<file path="config.mk">
export PLATFORM = sky130hd
export DESIGN_NAME = hihalf_xfer
export DESIGN_NICKNAME = d
export VERILOG_FILES = /design/src/rtl/hihalf_pkg.sv /design/src/rtl/fpr_file.sv /design/src/rtl/xfer_decode.sv /design/src/rtl/hihalf_xfer.sv
export SDC_FILE = /design/constraint.sdc
export NUM_CORES = 2
export LEC_CHECK = 0
export BUFFER_PORTS_ARGS = -buffer_cell sky130_fd_sc_hd__buf_4
export CORE_MARGIN = 5
export CORE_UTILIZATION = 55
export DETAILED_ROUTE_END_ITERATION = 8
export PLACE_DENSITY = 0.71
export SKIP_CTS_REPAIR_TIMING = 1
export SYNTH_ARGS = -nofsm -noshare
export SYNTH_HDL_FRONTEND = slang
export SYNTH_HIERARCHICAL = 1
export SYNTH_SLANG_ARGS = --single-unit
</file>
<file path="constraint.sdc">
create_clock -name clk -period 2.8 [get_ports clk]
set_input_delay 0 -clock clk [delete_from_list [all_inputs] [get_ports clk]]
set_output_delay 0 -clock clk [all_outputs]
set_load 0.02 [all_outputs]
</file>
<file path="src/rtl/hihalf_pkg.sv">
package hihalf_pkg;

    localparam int DATA_W   = 64;
    localparam int HALF_W   = DATA_W / 2;
    localparam int NUM_REGS = 32;
    localparam int IDX_W    = $clog2(NUM_REGS);

    localparam logic [HALF_W-1:0] POISON_RD = 32'h0BAD_F00D;
    localparam logic [HALF_W-1:0] POISON_WR = 32'hDEAD_C0DE;

    typedef enum logic { XDIR_TO_INT = 1'b0, XDIR_TO_FPR = 1'b1 } xdir_e;
    typedef enum logic { HALF_LO = 1'b0, HALF_HI = 1'b1 } half_e;

    typedef struct packed {
        xdir_e              dir;
        logic               wide;
        logic [IDX_W-1:0]   idx;
        logic [DATA_W-1:0]  opnd;
    } xfer_req_t;

    typedef struct packed {
        logic               en;
        logic [IDX_W-1:0]   idx;
        half_e              half;
        logic [HALF_W-1:0]  data;
    } half_wr_t;

    function automatic logic [DATA_W-1:0] sext_half(input logic [HALF_W-1:0] w);
        return {{(DATA_W-HALF_W){w[HALF_W-1]}}, w};
    endfunction

endpackage

</file>
<file path="src/rtl/fpr_file.sv">
module fpr_file
    import hihalf_pkg::*;
(
    input  logic                clk,
    input  logic                rst,
    input  half_wr_t            wr,
    input  logic [IDX_W-1:0]    ra_idx,
    output logic [DATA_W-1:0]   ra_data,
    input  logic [IDX_W-1:0]    rb_idx,
    output logic [DATA_W-1:0]   rb_data
);

    logic [DATA_W-1:0] ent_q [NUM_REGS];

    always_ff @(posedge clk) begin
        if (rst) begin
            for (int i = 0; i < NUM_REGS; i++) ent_q[i] <= '0;
        end else if (wr.en) begin
            if (wr.half == HALF_HI) ent_q[wr.idx][DATA_W-1:HALF_W] <= wr.data;
            else                    ent_q[wr.idx][HALF_W-1:0]      <= wr.data;
        end
    end

    assign ra_data = ent_q[ra_idx];
    assign rb_data = ent_q[rb_idx];

    // a half write leaves the other half of the entry untouched
    assert_hi_write_keeps_lo_R3: assert property (@(posedge clk) disable iff (rst)
        (wr.en && wr.half == HALF_HI) |=>
            ent_q[$past(wr.idx)][HALF_W-1:0] == $past(ent_q[wr.idx][HALF_W-1:0]));
    assert_lo_write_keeps_hi_R5: assert property (@(posedge clk) disable iff (rst)
        (wr.en && wr.half == HALF_LO) |=>
            ent_q[$past(wr.idx)][DATA_W-1:HALF_W] == $past(ent_q[wr.idx][DATA_W-1:HALF_W]));
    // the written half holds the written word after the edge
    assert_write_lands_R10: assert property (@(posedge clk) disable iff (rst)
        (wr.en && wr.half == HALF_LO) |=>
            ent_q[$past(wr.idx)][HALF_W-1:0] == $past(wr.data));

endmodule

</file>
<file path="src/rtl/xfer_decode.sv">
module xfer_decode
    import hihalf_pkg::*;
(
    input  logic                valid,
    input  xfer_req_t           req,
    output logic [IDX_W-1:0]    rd_idx,
    input  logic [DATA_W-1:0]   rd_data,
    output half_wr_t            wr,
    output logic                res_en,
    output logic [DATA_W-1:0]   res_val,
    output logic                bad_idx
);

    logic odd_paired;
    logic [IDX_W-1:0] partner;

    assign odd_paired = !req.wide && req.idx[0];
    assign partner    = req.idx | IDX_W'(1);

    always_comb begin
        rd_idx  = req.wide ? req.idx : partner;
        bad_idx = valid && odd_paired;

        res_en  = valid && (req.dir == XDIR_TO_INT);
        if (req.wide)       res_val = sext_half(rd_data[DATA_W-1:HALF_W]);
        else if (odd_paired) res_val = sext_half(POISON_RD);
        else                res_val = sext_half(rd_data[HALF_W-1:0]);

        wr.en = valid && (req.dir == XDIR_TO_FPR);
        if (req.wide) begin
            wr.idx  = req.idx;
            wr.half = HALF_HI;
            wr.data = req.opnd[HALF_W-1:0];
        end else if (odd_paired) begin
            wr.idx  = req.idx;
            wr.half = HALF_LO;
            wr.data = POISON_WR;
        end else begin
            wr.idx  = partner;
            wr.half = HALF_LO;
            wr.data = req.opnd[HALF_W-1:0];
        end
    end

endmodule

</file>
<file path="src/rtl/hihalf_xfer.sv">
module hihalf_xfer
    import hihalf_pkg::*;
(
    input  logic                clk,
    input  logic                rst,
    input  logic                req_valid,
    input  logic                req_dir,
    input  logic [4:0]          req_idx,
    input  logic                req_wide,
    input  logic [63:0]         gpr_in,
    output logic [63:0]         gpr_out,
    output logic                misuse,
    input  logic [4:0]          fpr_rd_idx,
    output logic [63:0]         fpr_rd_data
);

    xfer_req_t          req;
    half_wr_t           wr;
    logic               acc;
    logic [IDX_W-1:0]   rd_idx;
    logic [DATA_W-1:0]  rd_data;
    logic               res_en;
    logic [DATA_W-1:0]  res_val;
    logic               bad_idx;

    assign acc = req_valid && !rst;
    assign req = '{dir: xdir_e'(req_dir), wide: req_wide, idx: req_idx, opnd: gpr_in};

    xfer_decode u_dec (
        .valid   (acc),
        .req     (req),
        .rd_idx  (rd_idx),
        .rd_data (rd_data),
        .wr      (wr),
        .res_en  (res_en),
        .res_val (res_val),
        .bad_idx (bad_idx)
    );

    fpr_file u_rf (
        .clk     (clk),
        .rst     (rst),
        .wr      (wr),
        .ra_idx  (rd_idx),
        .ra_data (rd_data),
        .rb_idx  (fpr_rd_idx),
        .rb_data (fpr_rd_data)
    );

    always_ff @(posedge clk) begin
        if (rst) begin
            gpr_out <= '0;
            misuse  <= 1'b0;
        end else begin
            if (res_en) gpr_out <= res_val;
            misuse <= bad_idx;
        end
    end

    // the integer result is always a sign-extended word
    assert_out_sext_R2: assert property (@(posedge clk) disable iff (rst)
        gpr_out[63:32] == {32{gpr_out[31]}});
    // odd paired read returns the fixed poison value
    assert_poison_read_R6: assert property (@(posedge clk) disable iff (rst)
        (req_valid && !req_dir && !req_wide && req_idx[0]) |=> gpr_out == 64'h0000_0000_0BAD_F00D);
    // flag only follows an odd paired request
    assert_misuse_cause_R8: assert property (@(posedge clk) disable iff (rst)
        (req_valid && !req_wide && req_idx[0]) |=> misuse);
    assert_misuse_quiet_R8: assert property (@(posedge clk) disable iff (rst)
        !(req_valid && !req_wide && req_idx[0]) |=> !misuse);
    // no read request leaves the result unchanged
    assert_out_holds_R9: assert property (@(posedge clk) disable iff (rst)
        !(req_valid && !req_dir) |=> $stable(gpr_out));

endmodule

</file>
-- Yosys cells after proc, flatten, opt, wreduce, memory -nomap -nowiden
Memories as Yosys holds them, arrays and structs flattened.
Index checks and enable logic that the tools add are counted.
- logic and storage cells: 30
- memories kept: 1
- output and inout port bits: 129
- register bits after elaboration: 65
- memory bits (writable): 2048
- bitwise operators: 1
- mux-type cells: 18
- reduce and logical (&&, ||, !) cells: 8
- memories (memory ; depth ; width ; read ports ; clocked after memory_dff ; write ports ; RTL line ; RTL):
    u_rf.ent_q ; 32 ; 64 ; 2 ; 0 ; 32 ; fpr_file.sv:13 ; logic [DATA_W-1:0] ent_q [NUM_REGS];
- operator list (operator ; count):
    $mux 64 ; 3
    $mux 34 ; 2
    $reduce_or 64->1 ; 1
    $mux 1 ; 11
    $logic_and 1x1->1 ; 5
    $mux 5 ; 1
    $logic_not 1->1 ; 2
    $mux 2 ; 1
    $not 1->1 ; 1

-- Longest topological paths before layout
- word-level depth: 10
- gate-level depth with buffers: 16
- gate-level depth less buffers: 10

-- Cells and area by module
The synthesis kept the hierarchy.
- modules (own cells, without submodules) (module ; times used ; area an instance (um^2) ; seq. area each (um^2) ; cells an instance):
    fpr_file ; 1 ; 107465.6 ; 61499.0 ; 7130
    hihalf_xfer ; 1 ; 2328.5 ; 1301.2 ; 209
    xfer_decode ; 1 ; 1081.0 ; 0.0 ; 188

-- Least setup slack after synthesis
OpenSTA, ideal clock, no wires.
- kind: input-to-reg
- from: in req_wide
- to: reg gpr_out[40]
- buffers on the path: 7
- data arrival time: 2.590 ns
- required time: 2.672 ns
- path slack: 0.082 ns
- stages: 14
- library setup time: 0.128 ns
- cell sequence: buf_2 buf_6 nand2b_1 buf_6 buf_6 buf_6 buf_4 mux4_2 a22oi_1 nand4_1 a22o_1 buf_4 mux2i_1 nor2_1
- longest elaborated chain between the ends: 4
- RTL lines (item ; RTL line ; RTL):
    start: declaration ; hihalf_xfer.sv:9 ; input logic req_wide,
    $mux 1 ; xfer_decode.sv:21 ; rd_idx = req.wide ? req.idx : partner;
    named net rd_idx[0] ; hihalf_xfer.sv:20 ; logic [IDX_W-1:0] rd_idx;
    $mem_v2 32x64 ; n/a ;
    named net rd_data[31] ; hihalf_xfer.sv:21 ; logic [DATA_W-1:0] rd_data;
    $mux 64 ; xfer_decode.sv:26 ; else if (odd_paired) res_val = sext_half(POISON_RD);
    $mux 64 ; xfer_decode.sv:25 ; if (req.wide) res_val = sext_half(rd_data[DATA_W-1:HALF_W]);
    named net res_val[40] ; hihalf_xfer.sv:23 ; logic [DATA_W-1:0] res_val;
    end signal: assignment ; hihalf_xfer.sv:55 ; if (res_en) gpr_out <= res_val;
    end: declaration ; hihalf_xfer.sv:11 ; output logic [63:0] gpr_out,
The timed path passes the listed nets, and every way through them passes these cells.
A chain may end at the register's enable or synchronous reset.

==> out/summary.log <==
[run_status] outcome finished, violations left
[run_status] violations in the final reports negative setup slack
[routing] Avg Vias per Cell 7.05
[synthesis] number of distinct library cells after synthesis 47
[job] count of maximum capacitance violations 0
[synthesis] warnings from Yosys 6
[timing] Final Cycle Share 1.08
[synthesis] top cell types by occurrence after synthesis and2_1 (2068), edfxtp_1 (2048), mux4_2 (884)
[placement] port bufs 175
[power_and_ir_drop] Peak supply drop 0.708 mV
[worst_setup_path] Crit. Startpoint u_rf/ent_q[15][43]
[synthesis] number of synthesized register bits 2113
[synthesis] share of async-settable or async-resettable flops after synthesis 0
[grt] total grt overflow 0
[grt] pin count of the biggest net entering global routing 128
[worst_setup_path] crit path DAT 3.04 ns
[timing] Final setup viols 7
[timing] RSZ-0062 raised after global routing true
[grt] global-route wire length before repair 576000 um
[timing] max frequency 329 MHz
[clocking] CTS tree built
[routing] final WL 418000 um
[worst_setup_path] most frequent cell on the critical path buf_6
[grt] number of antenna violations at the first check in global routing 43
[synthesis] EDFF count, synth 2048
[routing] antenna violation net count after detailed routing 0
[worst_setup_path] cell class contributing the biggest share of worst-path delay compound AO/OA/AOI/OAI gates
[timing] final count of pins violating max slew 0
[timing] clk_skew 0.0423 ns
[worst_hold_path] worst min-delay path category in -> reg
[grt] vias in the first global route 74100
[routing] count of unresolved DRC violations after routing 0
[timing] worst-case setup margin in the final layout -0.237 ns
[routing] iteration-0 DRC count of the detailed router 13200
[die] horizontal die dimension 459 um
[grt] all-layer global routing usage 0.391
[synthesis] top-area cell type share of the netlist area 0.555
[timing] headroom to the max-slew limit 0.168
[worst_setup_path] critical path cell sequence mux4_2 -> a22oi_2 -> buf_4 -> nand3_2 -> buf_6 -> a221o_2 -> buf_6
[synthesis] Synth area leaders edfxtp_1 (55%), mux4_2 (18%), and2_1 (12%)
[synthesis] net count after synthesis 7606
[clocking] number of buffers on the longest clock path 3
[synthesis] synthesized instance count 7527
[synthesis] most frequent cell after synthesis and2_1
[synthesis] top flip-flop cell by instance count after synthesis edfxtp_1
[routing] overall via count from detail_route 76200
[worst_setup_path] required arrival time at the worst endpoint 2.80 ns
[routing] Pre-Repair DR Iteration Count 8
[worst_setup_path] cell with the largest stage delay on the worst path mux4_2
[routing] post-detailed-route wirelength per cell 38.7 um
[worst_setup_path] largest stage delay on the critical path 0.53 ns
[clocking] Clock Sink Count 2113
[clocking] CTS buffer count 217
[finish] area growth from synthesis to layout 15.5%
[power_and_ir_drop] power per cell area 599 nW/um2
[die] die outline height 459 um
[clocking] CTS root buffer clkbuf_16
[finish] number of filler cells placed in the layout 14200
[placement] Placer Congestion 0.985
[placement] post-place setup slack -0.635 ns
[worst_setup_path] crit path kind reg -> out
[worst_setup_path] type of destination of the critical path output port
[timing] actual slew at the worst max-slew pin 1.25 ns
[worst_setup_path] launch point of the worst reg-to-reg path u_rf/ent_q[29][0]
[worst_hold_path] hold_sp req_idx[0]
[synthesis] Mapped Avg Cell Area 14.7 um2
[power_and_ir_drop] standby leakage power 45.6 nW
[placement] Detail Placement HPWL 277000 um
[finish] number of nets in the final layout 8031
[clocking] clk slew on worst S/H paths 0.06 ns
[synthesis] leading area contributor after synthesis edfxtp_1
[clocking] Worst-Skew Late Latency 0.88 ns
[finish] fraction of layout cells with a size suffix above 1 0.306
[die] die footprint 211000 um2
[timing] hold violation total from the final report 0
[synthesis] part of the Yosys area used for sequential elements 0.566
[finish] utilization after layout 0.640
[die] CORE AREA 200000 um2
[timing] post-layout minimum cycle time 3.04 ns
[die] ports placed on the boundary 208
[worst_setup_path] sum of buffers and inverters on the critical path 3
[die] site row count 164
[die] effective utilization at floorplan 0.554
[worst_setup_path] maximum fanout along the worst path 2
[clocking] Max H-tree Level 4
[synthesis] synthesized cell area 111000 um2
[worst_setup_path] launching element type of the critical path flip-flop
==> metrics by stage <==
step / cells / instance area [um2] / setup TNS, ns / power, W / hold slack [ns]
2_1_floorplan: 7527 / 111000 / 0 / 0.0429 / 0.217
3_3_place_gp: 10400 / 120000 / -3.22 / 0.0475 / 0.372
3_5_place_dp: 10400 / 120000 / -2.51 / 0.0478 / 0.386
4_1_cts: 10800 / 127000 / -2.77 / 0.0762 / -0.543
5_1_grt: 10800 / 128000 / -0.828 / 0.0783 / 0.0193
6_report: 10800 / 128000 / -0.667 / 0.0767 / 0.00673
==> metal layers <==
metal,vias to the layer above,global-route usage,share of wire
met3,1238,0.181,0.17
met2,6767,0.557,0.43
li1,29600,-,-
met1,38600,0.498,0.33
met5,-,0.00204,0.00071
met4,22,0.220,0.071
==> state kept, by name, summed over array words and instances (netlist names) <==
signal / count
u_rf/ent_q: 2048
gpr_out: 64
misuse: 1
==> report_power, final <==
group          switching (W)  total (W)  internal [W]  leakage, nW
clock                 0.0125     0.0290        0.0165         3.42
combinational        0.00616     0.0105       0.00438         22.2
sequential          0.000916     0.0371        0.0362         20.0
total                 0.0196     0.0767        0.0571         45.6
==> cells by family after synthesis <==
family,after synthesis,synth area share
AND/OR/NAND/NOR,2668,0.144
flip-flops,2113,0.566
multiplexers,1242,0.212
buffers and inverters,862,0.0384
AO/OA/AOI/OAI,642,0.0387
==> worst reg2reg max path: stages (launching register included) <==
cell and delay (ns):
edfxtp_1 0.41, mux4_2 0.47, nor2b_1 0.14, a211oi_1 0.45, buf_4 0.23, nor4_1 0.08, buf_12 0.15, nor2_2 0.38
o21ai_0 0.14, mux2i_1 0.18, nor2_1 0.06
==> worst paths after layout <==
| kind | slack [ns] | cells after the start | end |
|---|---|---|---|
| worst min-delay path | 0.007 | 5 | gpr_out[28] |
| worst min register to register | 0.50 | 2 | gpr_out[32] |
| worst max-delay path | -0.24 | 7 | fpr_rd_data[43] |
| worst max register to register | 0.02 | 10 | gpr_out[0] |
==> layout make-up <==
class | instances | area, um2 | area share
multi-input combinational | 4552 | 44500 | 0.347
antenna | 21 | 52.6 | 0.000410
clock inverter | 120 | 1130 | 0.00885
tap | 2656 | 3320 | 0.0259
sequential | 2113 | 62800 | 0.490
timing repair buffer | 1066 | 10400 | 0.0814
clock buffer | 274 | 5840 | 0.0456
inverter | 2 | 7.51 | 0.0000586
==> cell usage in the layout (no fill, tap or decap), types with 113 or more instances in the layout <==
cell type     n
nor2_1      113
clkbuf_16   223
and2_1     2056
mux4_2      884
o22ai_1     315
edfxtp_1   2048
a22oi_1     142
mux2i_1     339
buf_4       841
buf_12      182
No activity file was read; power rests on OpenSTA's default activity.
